File: src/rtl/hit_stamp_pkg.sv
package hit_stamp_pkg;
  localparam int CH_NUM     = 4;
  localparam int COARSE_W   = 5;
  localparam int NS_W       = 4;
  localparam int WID_W      = 11;
  localparam int FIFO_DEPTH = 4;
  localparam int ENTRY_W    = 1 + COARSE_W + NS_W + WID_W;
  localparam int SEL_W      = $clog2(CH_NUM);
  localparam int PTR_W      = $clog2(FIFO_DEPTH);
  localparam int CNT_W      = $clog2(FIFO_DEPTH + 1);

  typedef struct packed {
    logic [CH_NUM-1:0] rise;
    logic [CH_NUM-1:0] run;
    logic [CH_NUM-1:0] fall;
    logic [CH_NUM-1:0] pop;
  } stampCtrl_t;
endpackage

File: src/rtl/hit_stamp_ctrl.sv
module hit_stamp_ctrl
  import hit_stamp_pkg::*;
(
  input  logic                clk,
  input  logic                rstN,
  input  logic                syncIn,
  input  logic                periodTick,
  input  logic [CH_NUM-1:0]   pulseIn,
  input  logic                rdReq,
  input  logic [SEL_W-1:0]    rdSel,
  input  logic [CH_NUM-1:0]   chanEmpty,
  output stampCtrl_t          ctrl,
  output logic [COARSE_W-1:0] coarseCnt,
  output logic [CH_NUM-1:0]   eventHit,
  output logic [CH_NUM-1:0]   loadStrobe
);
  logic [CH_NUM-1:0] pulsePrev;

  always_comb begin
    ctrl.rise = pulseIn & ~pulsePrev;
    ctrl.run  = pulseIn & pulsePrev;
    ctrl.fall = ~pulseIn & pulsePrev;
    for (int i = 0; i < CH_NUM; i++)
      ctrl.pop[i] = rdReq && (rdSel == SEL_W'(i)) && !chanEmpty[i];
  end

  always_ff @(posedge clk) begin
    if (!rstN) begin
      pulsePrev  <= '0;
      coarseCnt  <= '0;
      eventHit   <= '0;
      loadStrobe <= '0;
    end else begin
      pulsePrev  <= pulseIn;
      eventHit   <= ctrl.rise;
      loadStrobe <= ctrl.fall;
      if (syncIn)
        coarseCnt <= '0;
      else if (periodTick)
        coarseCnt <= coarseCnt + 1'b1;
    end
  end
endmodule

File: src/rtl/hit_stamp_datapath.sv
module hit_stamp_datapath
  import hit_stamp_pkg::*;
(
  input  logic                clk,
  input  logic                rstN,
  input  stampCtrl_t          ctrl,
  input  logic [COARSE_W-1:0] coarseCnt,
  input  logic [NS_W-1:0]     nsPhase,
  input  logic [SEL_W-1:0]    rdSel,
  output logic [CH_NUM-1:0]   chanEmpty,
  output logic [CH_NUM-1:0]   overrun,
  output logic                rdValid,
  output logic [ENTRY_W-1:0]  rdData
);
  logic [ENTRY_W-1:0] headWord [CH_NUM];

  for (genvar g = 0; g < CH_NUM; g++) begin : g_chan
    logic [COARSE_W-1:0] capCoarse;
    logic [NS_W-1:0]     capNs;
    logic [WID_W-1:0]    widthCnt;
    logic                widthOvf;
    logic [ENTRY_W-1:0]  mem [FIFO_DEPTH];
    logic [PTR_W-1:0]    wrPtr, rdPtr;
    logic [CNT_W-1:0]    fillCnt;
    logic                isFull, doPush, doPop;

    assign isFull       = (fillCnt == CNT_W'(FIFO_DEPTH));
    assign doPush       = ctrl.fall[g] && !isFull;
    assign doPop        = ctrl.pop[g];
    assign chanEmpty[g] = (fillCnt == '0);
    assign headWord[g]  = mem[rdPtr];

    always_ff @(posedge clk) begin
      if (!rstN) begin
        capCoarse <= '0;
        capNs     <= '0;
        widthCnt  <= '0;
        widthOvf  <= 1'b0;
      end else if (ctrl.rise[g]) begin
        capCoarse <= coarseCnt;
        capNs     <= nsPhase;
        widthCnt  <= WID_W'(1);
        widthOvf  <= 1'b0;
      end else if (ctrl.run[g]) begin
        if (widthCnt == {WID_W{1'b1}})
          widthOvf <= 1'b1;
        else
          widthCnt <= widthCnt + 1'b1;
      end
    end

    always_ff @(posedge clk) begin
      if (!rstN) begin
        wrPtr      <= '0;
        rdPtr      <= '0;
        fillCnt    <= '0;
        overrun[g] <= 1'b0;
        for (int k = 0; k < FIFO_DEPTH; k++) mem[k] <= '0;
      end else begin
        if (doPush) begin
          mem[wrPtr] <= {widthOvf, capCoarse, capNs, widthCnt};
          wrPtr      <= (wrPtr == PTR_W'(FIFO_DEPTH - 1)) ? '0 : wrPtr + 1'b1;
        end
        if (ctrl.fall[g] && isFull)
          overrun[g] <= 1'b1;
        if (doPop)
          rdPtr <= (rdPtr == PTR_W'(FIFO_DEPTH - 1)) ? '0 : rdPtr + 1'b1;
        if (doPush && !doPop)
          fillCnt <= fillCnt + 1'b1;
        else if (doPop && !doPush)
          fillCnt <= fillCnt - 1'b1;
      end
    end
  end

  always_ff @(posedge clk) begin
    if (!rstN) begin
      rdValid <= 1'b0;
      rdData  <= '0;
    end else begin
      rdValid <= |ctrl.pop;
      if (|ctrl.pop)
        rdData <= headWord[rdSel];
    end
  end
endmodule

File: src/rtl/hit_stamp_top.sv
module hit_stamp_top
  import hit_stamp_pkg::*;
(
  input  logic               clk,
  input  logic               rstN,
  input  logic               syncIn,
  input  logic               periodTick,
  input  logic [NS_W-1:0]    nsPhase,
  input  logic [CH_NUM-1:0]  pulseIn,
  input  logic               rdReq,
  input  logic [SEL_W-1:0]   rdSel,
  output logic [CH_NUM-1:0]  eventHit,
  output logic [CH_NUM-1:0]  loadStrobe,
  output logic [CH_NUM-1:0]  chanEmpty,
  output logic [CH_NUM-1:0]  overrun,
  output logic               rdValid,
  output logic [ENTRY_W-1:0] rdData
);
  stampCtrl_t          ctrl;
  logic [COARSE_W-1:0] coarseCnt;

  hit_stamp_ctrl u_ctrl (
    .clk(clk), .rstN(rstN), .syncIn(syncIn), .periodTick(periodTick),
    .pulseIn(pulseIn), .rdReq(rdReq), .rdSel(rdSel), .chanEmpty(chanEmpty),
    .ctrl(ctrl), .coarseCnt(coarseCnt), .eventHit(eventHit),
    .loadStrobe(loadStrobe)
  );

  hit_stamp_datapath u_dp (
    .clk(clk), .rstN(rstN), .ctrl(ctrl), .coarseCnt(coarseCnt),
    .nsPhase(nsPhase), .rdSel(rdSel), .chanEmpty(chanEmpty),
    .overrun(overrun), .rdValid(rdValid), .rdData(rdData)
  );
endmodule

File: config.mk
export PLATFORM = sky130hd
export DESIGN_NAME = hit_stamp_top
export DESIGN_NICKNAME = d
export VERILOG_FILES = /design/src/rtl/hit_stamp_pkg.sv /design/src/rtl/hit_stamp_ctrl.sv /design/src/rtl/hit_stamp_datapath.sv /design/src/rtl/hit_stamp_top.sv
export SDC_FILE = /design/constraint.sdc
export NUM_CORES = 1
export LEC_CHECK = 0
export ABC_AREA = 1
export BUFFER_PORTS_ARGS = -buffer_cell sky130_fd_sc_hd__buf_4
export CAP_MARGIN = 40
export CORE_ASPECT_RATIO = 1.1
export CORE_UTILIZATION = 40
export CTS_CLUSTER_SIZE = 10
export DETAILED_ROUTE_END_ITERATION = 8
export GPL_ROUTABILITY_DRIVEN = 0
export PLACE_DENSITY = 0.54
export SLEW_MARGIN = 25
export SYNTH_ARGS = -nofsm -noshare
export SYNTH_HDL_FRONTEND = slang
export SYNTH_SLANG_ARGS = --single-unit
File: constraint.sdc
create_clock -name clk -period 6.6 [get_ports clk]
set_input_delay 1.32 -clock clk [delete_from_list [all_inputs] [get_ports clk]]
set_output_delay 1.32 -clock clk [all_outputs]
set_load 0.02 [all_outputs]
After elaboration in Yosys (flattened, before gate mapping). Memory sizes are Yosys's and may differ from the RTL's. A register that Yosys moved wholly into a read port is not among the register bits. Cells that the tools add are included.

Input port bits: 15. Bits in writable memories: 336. Logic and storage cells: 241. Register bits after elaboration: 155. Memories kept: 4. Output and inout port bits: 38.

Add/subtract/negate cells: 21. Equality and inequality tests: 23. Reductions and logical operators: 75. Bitwise logic cells: 11. Muxes and demuxes: 64. $lt $le $gt $ge: 1.

Memory list: u_dp.g_chan[0].mem (depth 4, width 21, read ports 1, clocked after memory_dff 1, wr ports 4, line hit_stamp_datapath.sv:22) `logic [ENTRY_W-1:0] mem [FIFO_DEPTH];`; u_dp.g_chan[1].mem (depth 4, width 21, read ports 1, clocked after memory_dff 1, wr ports 4, line hit_stamp_datapath.sv:22); u_dp.g_chan[2].mem (depth 4, width 21, read ports 1, clocked after memory_dff 1, wr ports 4, line hit_stamp_datapath.sv:22); u_dp.g_chan[3].mem (depth 4, width 21, read ports 1, clocked after memory_dff 1, wr ports 4, line hit_stamp_datapath.sv:22).

Operators with widths (count): 21-bit 2-to-1 mux (6); 21-bit OR reduction (4); 11-bit by 1-bit adder with 11-bit output, second input constant (4); 11-bit equality test, second input constant (4); 21-bit binary-select mux with 2-bit select (1); 2-bit 2-to-1 mux (20); 1-bit 2-to-1 mux (29); 1-bit logical AND (24); 3-bit 2-to-1 mux (8); 2-bit AND reduction (12); 2-bit equality test, second input constant (10); 2-bit by 1-bit adder with 2-bit output, second input constant (8); 1-bit zero test (16); 2-bit nonzero test (8); 3-bit by 1-bit adder with 3-bit output, second input constant (4); 4-bit AND (3); 3-bit equality test, second input constant (4); 3-bit zero test (4); 3-bit by 1-bit subtractor with 3-bit output, second input constant (4); 2-bit OR reduction (5); 2-bit != test, second input constant (4); 4-bit NOT (2); 5-bit by 1-bit adder with 5-bit output, second input constant (1); 1-bit NOT (5); 5 further kinds (5).

Longest topological paths before layout. Gate-level depths: netlist (run 1).

Depth in word-level cells: 8. Depth in mapped cells: 12. Mapped depth without buffers: 12.

Cells and area by module. A second synthesis (run 1) with hierarchy kept.

Cell total of the unflattened synthesis: 2488. Area total of the unflattened synthesis: 22107.5 µm².

Modules (own cells, without submodules): hit_stamp_datapath (cells each 2399, area an instance 21451.8 µm², times used 1, sequential area each 13012.5 µm²); hit_stamp_ctrl (cells each 89, area an instance 655.6 µm², times used 1, sequential area each 340.3 µm²).

Worst setup path before layout (run 1). Ideal clock, no wire load.

Kind: input port to flip-flop. Start: in pulseIn[3]. End: mem u_dp.g_chan[3].mem[3][0] in the netlist's numbering (enable). Arrival: 3.376 ns. Setup slack: 2.794 ns. Cell stages on the path: 6. Path buffers: 0. Library setup time: 0.430 ns. Required time: 6.170 ns. Cell sequence: inv_1 nand2_2 nor2_1 inv_1 nand2_1 nor3b_1.

RTL lines: start: declaration (line hit_stamp_top.sv:9) `input logic [CH_NUM-1:0] pulseIn,`; end: declaration (line hit_stamp_datapath.sv:22).

==> out/summary.txt, run 1 <==
Final Net Count - 2,466
vias in the first global route - 15,405
H-tree lvl count - 2
first-pass GRT wire length - 90,500 um
Final TNS setup - 0 ns
Reg clk slew, reported paths - 0.06 ns
Longest Clk Path Bufs - 3
clock sink total - 499
Crit. End Element - flop
residual DRC count - 0
Worst-Margin Slew - 0.891 ns
final WL - 59,300 um
Worst IR Drop VDD - 0.189 mV
dpl hpwl - 41,500 um
Initial Util - 0.407
root buffer cell - clkbuf_16
layout cells sized above 1 - 0.0824
non-filler cells in the finished layout - 3,205
Startpoint Class - input pin
total CTS buffers - 56
Layout area overhead - 12.5%
CTS Hold Buffers Added - 0
RSZ-0062 raised after global routing - no
Cell Pwr Density - 281 nW/um2
Post-synth EDFFs - 336
postcts setup bufs - 0
Final Hold Fails - 0
YS warnings - 0
ys flop type - edfxtp_1
crit path max fanout - 22
Via density - 5.08
sequential share of power - 0.510
TritonRoute pass-1 iters - 6
Buffers on Ports - 52
synthesized instance count - 2,404
M1 wire length - 25,800 um
Core ar. - 53,800 um2
maxcap violations - 0
share of synthesized registers carrying an async set or reset - 0
Resize count post-CTS - 0
die width - 225 um
most frequent cells in the layout - nand2_1, nor2_1, edfxtp_1
combinational power share - 0.081
routed length on met3 - 2820 um
Hold/Removal Path Class - flop to flop
drt initial violations - 1,323
pin count of the biggest net entering global routing - 52
most common cell after layout, fill and taps aside - nand2_1
synthesized area per cell - 9.10 um2
r2r setup slk - 3.77 ns
Leakage Power - 9.14 nW
Syn Std Cell Area - 21,900 um2
top layer in use - met4
GRT Util Overall - 0.216
crit path kind - input pin to flop
CTS tree - yes
Final Worst Setup Slack - 3.29 ns
FF+latch count, synth - 499
Place WS - 2.32 ns
synth unique cells - 41
syn nets - 2,440
max-slew violation count - 0
post-synthesis sequential area ratio - 0.610
Worst Path Arrival - 3.62 ns
Net Sw Frac - 0.242
clock period minus worst slack - 3.31 ns
final setup violation count - 0
global route overflow - 0
# diodes - 0
fmax - 0.302 GHz
via count - 16,267
Detail Route Antenna Nets - 0
Fill cells - 5,196
Clock Latency Late Sink - 0.61 ns
PnR Total Power - 6.92 mW
Critical Path RT - 6.91 ns
final period utilization - 0.501
clock share of power - 0.409
status - finished clean
I/O pin total - 53
initial antenna violation count - 0
Relative slew margins - 0.406
Inst Count DP - 3,094
Max Clock Skew - 0.0170 ns
cell internal pwr - 5.25 mW
Switch Pwr - 1.67 mW
Row Count - 89
die area - 55,600 um2
die height - 247 um
wire length on met2 - 29,600 um
WL per Instance - 18.5 um
==> layout make-up <==
type                       count  area (um2)  share of cell area
sequential                   499       13400               0.543
multi-input combinational   1586        7190               0.292
clock buffer                 102        1600              0.0648
tap                          728         911              0.0370
inverter                     204         772              0.0314
timing repair buffer          83         758              0.0308
clock inverter                 3        26.3             0.00107
==> final timing paths <==
check / startpoint / cells past startpoint / to
worst max-delay path: rstN / 8 / u_dp.g_chan[3].mem[0][18]$_SDFFCE_PN0P_
worst min-delay path: u_dp.g_chan[2].widthCnt[10]$_SDFFE_PP0P_ / 2 / u_dp.g_chan[2].widthOvf$_SDFFE_PP0P_
worst max register to register: flop / 9 / u_dp.rdData[5]$_SDFFE_PN0P_
worst min register to register: u_dp.g_chan[2].widthCnt[10]$_SDFFE_PP0P_ / 2 / u_dp.g_chan[2].widthOvf$_SDFFE_PP0P_
==> through the flow <==
stage | utilization | hold slack (ns) | area, um2
finish | 0.457 | 0.482 | 24600
global route | 0.457 | 0.510 | 24600
CTS | 0.456 | 0.486 | 24500
detailed placement | 0.426 | 0.479 | 22900
global placement | 0.422 | 0.464 | 22700
floorplan | - | 0.446 | 21900
==> power by group through the flow <==
stage / Sequential (mW) / Combinational, mW / Clock, mW
floorplan: 3.60 / 0.326 / 0
global placement: 3.59 / 0.534 / 0
detailed placement: 3.60 / 0.556 / 0
CTS: 3.53 / 0.558 / 2.88
global route: 3.54 / 0.621 / 3.00
finish: 3.53 / 0.562 / 2.83
==> routing by layer <==
metal / up-vias / global-route usage
met5: - / 0
met4: 0 / 0.0600
met3: 65 / 0.0236
met2: 427 / 0.374
met1: 7805 / 0.284
li1: 7970 / -
==> Yosys cell counts, types with 4 or more instances <==
library cell  number  share of area
a21oi_1           52          0.012
a22o_1             4         0.0016
buf_1              6         0.0010
buf_2             55          0.013
buf_4              7         0.0024
buf_6              8         0.0041
clkbuf_1          37         0.0063
clkinv_1           9         0.0015
dfxtp_1          163           0.15
edfxtp_1         336           0.46
fa_1               4         0.0037
ha_1              17         0.0097
inv_1            182          0.031
inv_2             12         0.0021
nand2_1          546          0.094
nand2_2           20         0.0057
nand3_1          310          0.071
nand3_2            6         0.0027
nand4_1           10         0.0029
nor2_1           461          0.079
nor2_2             7         0.0020
nor2_4             4         0.0021
nor3_1             7         0.0016
nor3_2             4         0.0018
nor3b_1            4         0.0014
o211a_1            4         0.0018
o21ai_0           62          0.014
o22ai_1           40          0.011
xor2_1            13         0.0052
==> critical path, stage by stage <==
cell and delay, ns:
buf_4 0.31, inv_6 0.17, nor2_8 0.16, nand2_2 0.30, nor2_2 0.24, nand2_1 0.45
nand2_1 0.40, buf_8 0.22
==> registers in the layout, summed over array words and instances (netlist names), named ones only <==
register,count
u_dp.rdValid,1
u_dp.g_chan.widthOvf,4
u_ctrl.coarseCnt,5
u_dp.g_chan.widthCnt,44
u_dp.g_chan.rdPtr,8
u_dp.g_chan.wrPtr,8
u_dp.g_chan.fillCnt,12
u_dp.rdData,21
u_ctrl.pulsePrev,4
u_ctrl.loadStrobe,4
u_dp.overrun,4
u_ctrl.eventHit,4
u_dp.g_chan.capNs,16
u_dp.g_chan.mem,336
u_dp.g_chan.capCoarse,20
==> cell families after synthesis <==
| group | after synthesis | share of synthesized area |
|---|---|---|
| adders and majority gates | 21 | 0.0134 |
| buffers and inverters | 319 | 0.0622 |
| AOI/OAI and AO/OA | 166 | 0.0421 |
| and+or+nand+nor | 1386 | 0.267 |
| DFF | 499 | 0.610 |
| xor gates and xnor gates | 13 | 0.00520 |
Power figures use the tool's default switching activity.
==> inputs of run 2 (changes only) <==
Settings changed: ABC_AREA 1 to 0.
Clock period 6.6 ns to 3.11 ns, I/O delays scaled along.
==> out/summary.txt, run 2 <==
status - finished clean
final WL - 57,600 um
WL per Instance - 23.6 um
Yosys top cell by area - edfxtp_1
post-synthesis sequential area ratio - 0.618
Resize count post-CTS - 0
critical-path cell list - nor3_1 -> buf_4 -> or2_0 -> ha_1 -> inv_1 -> fa_1 -> xor2_1 -> or3_1 -> a21boi_0
non-filler cells in the finished layout - 2,444
die area - 54,900 um2
RSZ-0062 raised after global routing - no
pin count of the biggest net entering global routing - 26
max reg flops - 336
crit path max fanout - 4
Buffers on Ports - 52
Max Clock Skew - 0.0219 ns
layout cells sized above 1 - 0.145
most frequent cells in the layout - and2_1, edfxtp_1, dfxtp_1
Reg clk slew, reported paths - 0.06 ns
drt initial violations - 931
kind of cell adding the most delay to the critical path - simple AND/OR/NAND/NOR gates
final period utilization - 0.800
first-pass GRT wire length - 85,900 um
Reg with most FFs - u_dp.g_chan.mem
max incr delay on CP - 0.44 ns
postcts setup bufs - 0
die height - 246 um
total CTS buffers - 56
H-tree lvl count - 2
syn nets - 1,688
Final Hold Fails - 0
vias in the first global route - 13,123
Inst Count DP - 2,335
post-synthesis adder-cell area fraction - 0.0136
Detail Route Antenna Nets - 0
Critical Path RT - 3.63 ns
CTS Hold Buffers Added - 0
I/O pin total - 53
synthesized instance count - 1,652
top post-synthesis cells by count - and2_1, edfxtp_1, dfxtp_1
synth unique cells - 62
Final Util - 0.466
YS warnings - 0
post-synth top area share - 0.467
post-synthesis compound-gate area fraction - 0.0843
fmax - 0.402 GHz
max-slew violation count - 0
via count - 13,495
PnR Total Power - 14.6 mW
Layout area overhead - 14.1%
Synth Area in XOR/XNOR - 0.00730
GRT Util Overall - 0.212
clock sink total - 499
Via density - 5.52
Hold/Removal Path Class - input pin to flop
initial antenna violation count - 0
Crit. End Element - flop
Longest Clk Path Bufs - 3
Startpoint Class - flop
final setup violation count - 0
Core ar. - 52,900 um2
residual DRC count - 0
Worst Path Arrival - 3.00 ns
Leakage Power - 8.80 nW
Clock Latency Late Sink - 0.60 ns
global route overflow - 0
Synth area leaders - edfxtp_1, dfxtp_1, and2_1, mux4_2, mux2i_1
Post-synth EDFFs - 336
Relative slew margins - 0.410
biggest regs - u_dp.g_chan.mem (336), u_dp.g_chan.widthCnt (44), u_dp.rdData (21)
post-synthesis mux area share - 0.0876
TritonRoute pass-1 iters - 5
Final TNS setup - 0 ns
most common cell after layout, fill and taps aside - and2_1
Worst-Margin Slew - 0.882 ns
share of synthesized registers carrying an async set or reset - 0
Final Net Count - 1,758
clock period minus worst slack - 2.49 ns
synthesized area per cell - 13.1 um2
ys flop type - edfxtp_1
dpl hpwl - 38,600 um
largest family of logic cells by synthesized area - simple AND/OR/NAND/NOR gates
root buffer cell - clkbuf_16
FF+latch count, synth - 499
maxcap violations - 0
CTS tree - yes
Syn Std Cell Area - 21,600 um2
Row Count - 88
crit path kind - flop to flop
Cell Pwr Density - 594 nW/um2
# diodes - 0
CP bufs+invs - 2
CP max-delay cell - fa_1
Initial Util - 0.409
count leader, synth - and2_1
simple-gate area share of the yosys netlist - 0.163
die width - 224 um
Fill cells - 4,748
Worst IR Drop VDD - 0.412 mV
==> run 2: cell types whose count changed after synthesis, moves of 26 or more <==
| cell | before | now |
|---|---|---|
| or3_1 | 0 | 28 |
| o21ai_0 | 62 | 30 |
| o31ai_1 | 0 | 26 |
| clkbuf_1 | 37 | 73 |
| mux2i_1 | 0 | 90 |
| a22o_1 | 4 | 48 |
| inv_1 | 182 | 21 |
| nor2_1 | 461 | 30 |
| mux4_2 | 0 | 44 |
| and2_1 | 2 | 344 |
| buf_2 | 55 | 28 |
| nand2_1 | 546 | 42 |
| nand3_1 | 310 | 18 |
==> run 2: kinds of logic after synthesis <==
logic type / Yosys count
buf+inv: 133
xor+xnor: 18
fa+ha+maj: 21
mux: 134
compound gates: 264
simple gates: 583
flops: 499
==> run 2: metal layers <==
layer | GRT usage | routed length, um
met1 | 0.286 | 25200
met2 | 0.337 | 27000
met3 | 0.0538 | 3920
met4 | 0.0618 | 1560
met5 | 0 | 0
==> run 2: metrics by stage <==
| step | worst slack [ns] | hold slack (ns) | area, um2 |
|---|---|---|---|
| floorplan | 0.193 | 0.460 | 21600 |
| global placement | 0.361 | 0.461 | 23000 |
| detailed placement | 0.323 | 0.476 | 23000 |
| CTS | 0.617 | 0.262 | 24600 |
| global route | 0.512 | 0.284 | 24600 |
| finish | 0.621 | 0.296 | 24600 |
==> run 2: final cells by class <==
class,instances,area [um2],area share
Timing Repair Buffer,123,967,0.0393
Inverter,22,82.6,0.00335
Sequential cell,499,13400,0.542
Tap cell,675,845,0.0343
Clock inverter,3,28.8,0.00117
Multi-Input combinational cell,1020,7770,0.315
Clock buffer,102,1600,0.0647
==> run 2: worst paths after layout <==
path | cells after the start | endpoint | slack (ns) | start
worst max register to register | 9 | u_dp.g_chan[3].fillCnt[2]$_SDFFE_PN0P_ | 0.62 | u_dp.g_chan[3].fillCnt[0]$_SDFFE_PN0P_
worst min register to register | 2 | flop | 0.49 | u_dp.g_chan[3].rdPtr[0]$_SDFFE_PN0P_
worst min-delay path | 2 | u_ctrl.pulsePrev[0]$_SDFF_PN0_ | 0.30 | pulseIn[0]
worst max-delay path | 9 | u_dp.g_chan[3].fillCnt[2]$_SDFFE_PN0P_ | 0.62 | u_dp.g_chan[3].fillCnt[0]$_SDFFE_PN0P_
==> run 2: power by group <==
part           internal [mW]  switching [mW]  total, mW
registers               7.36           0.183       7.54
clock network           3.43            2.58       6.01
logic                  0.401           0.690       1.09
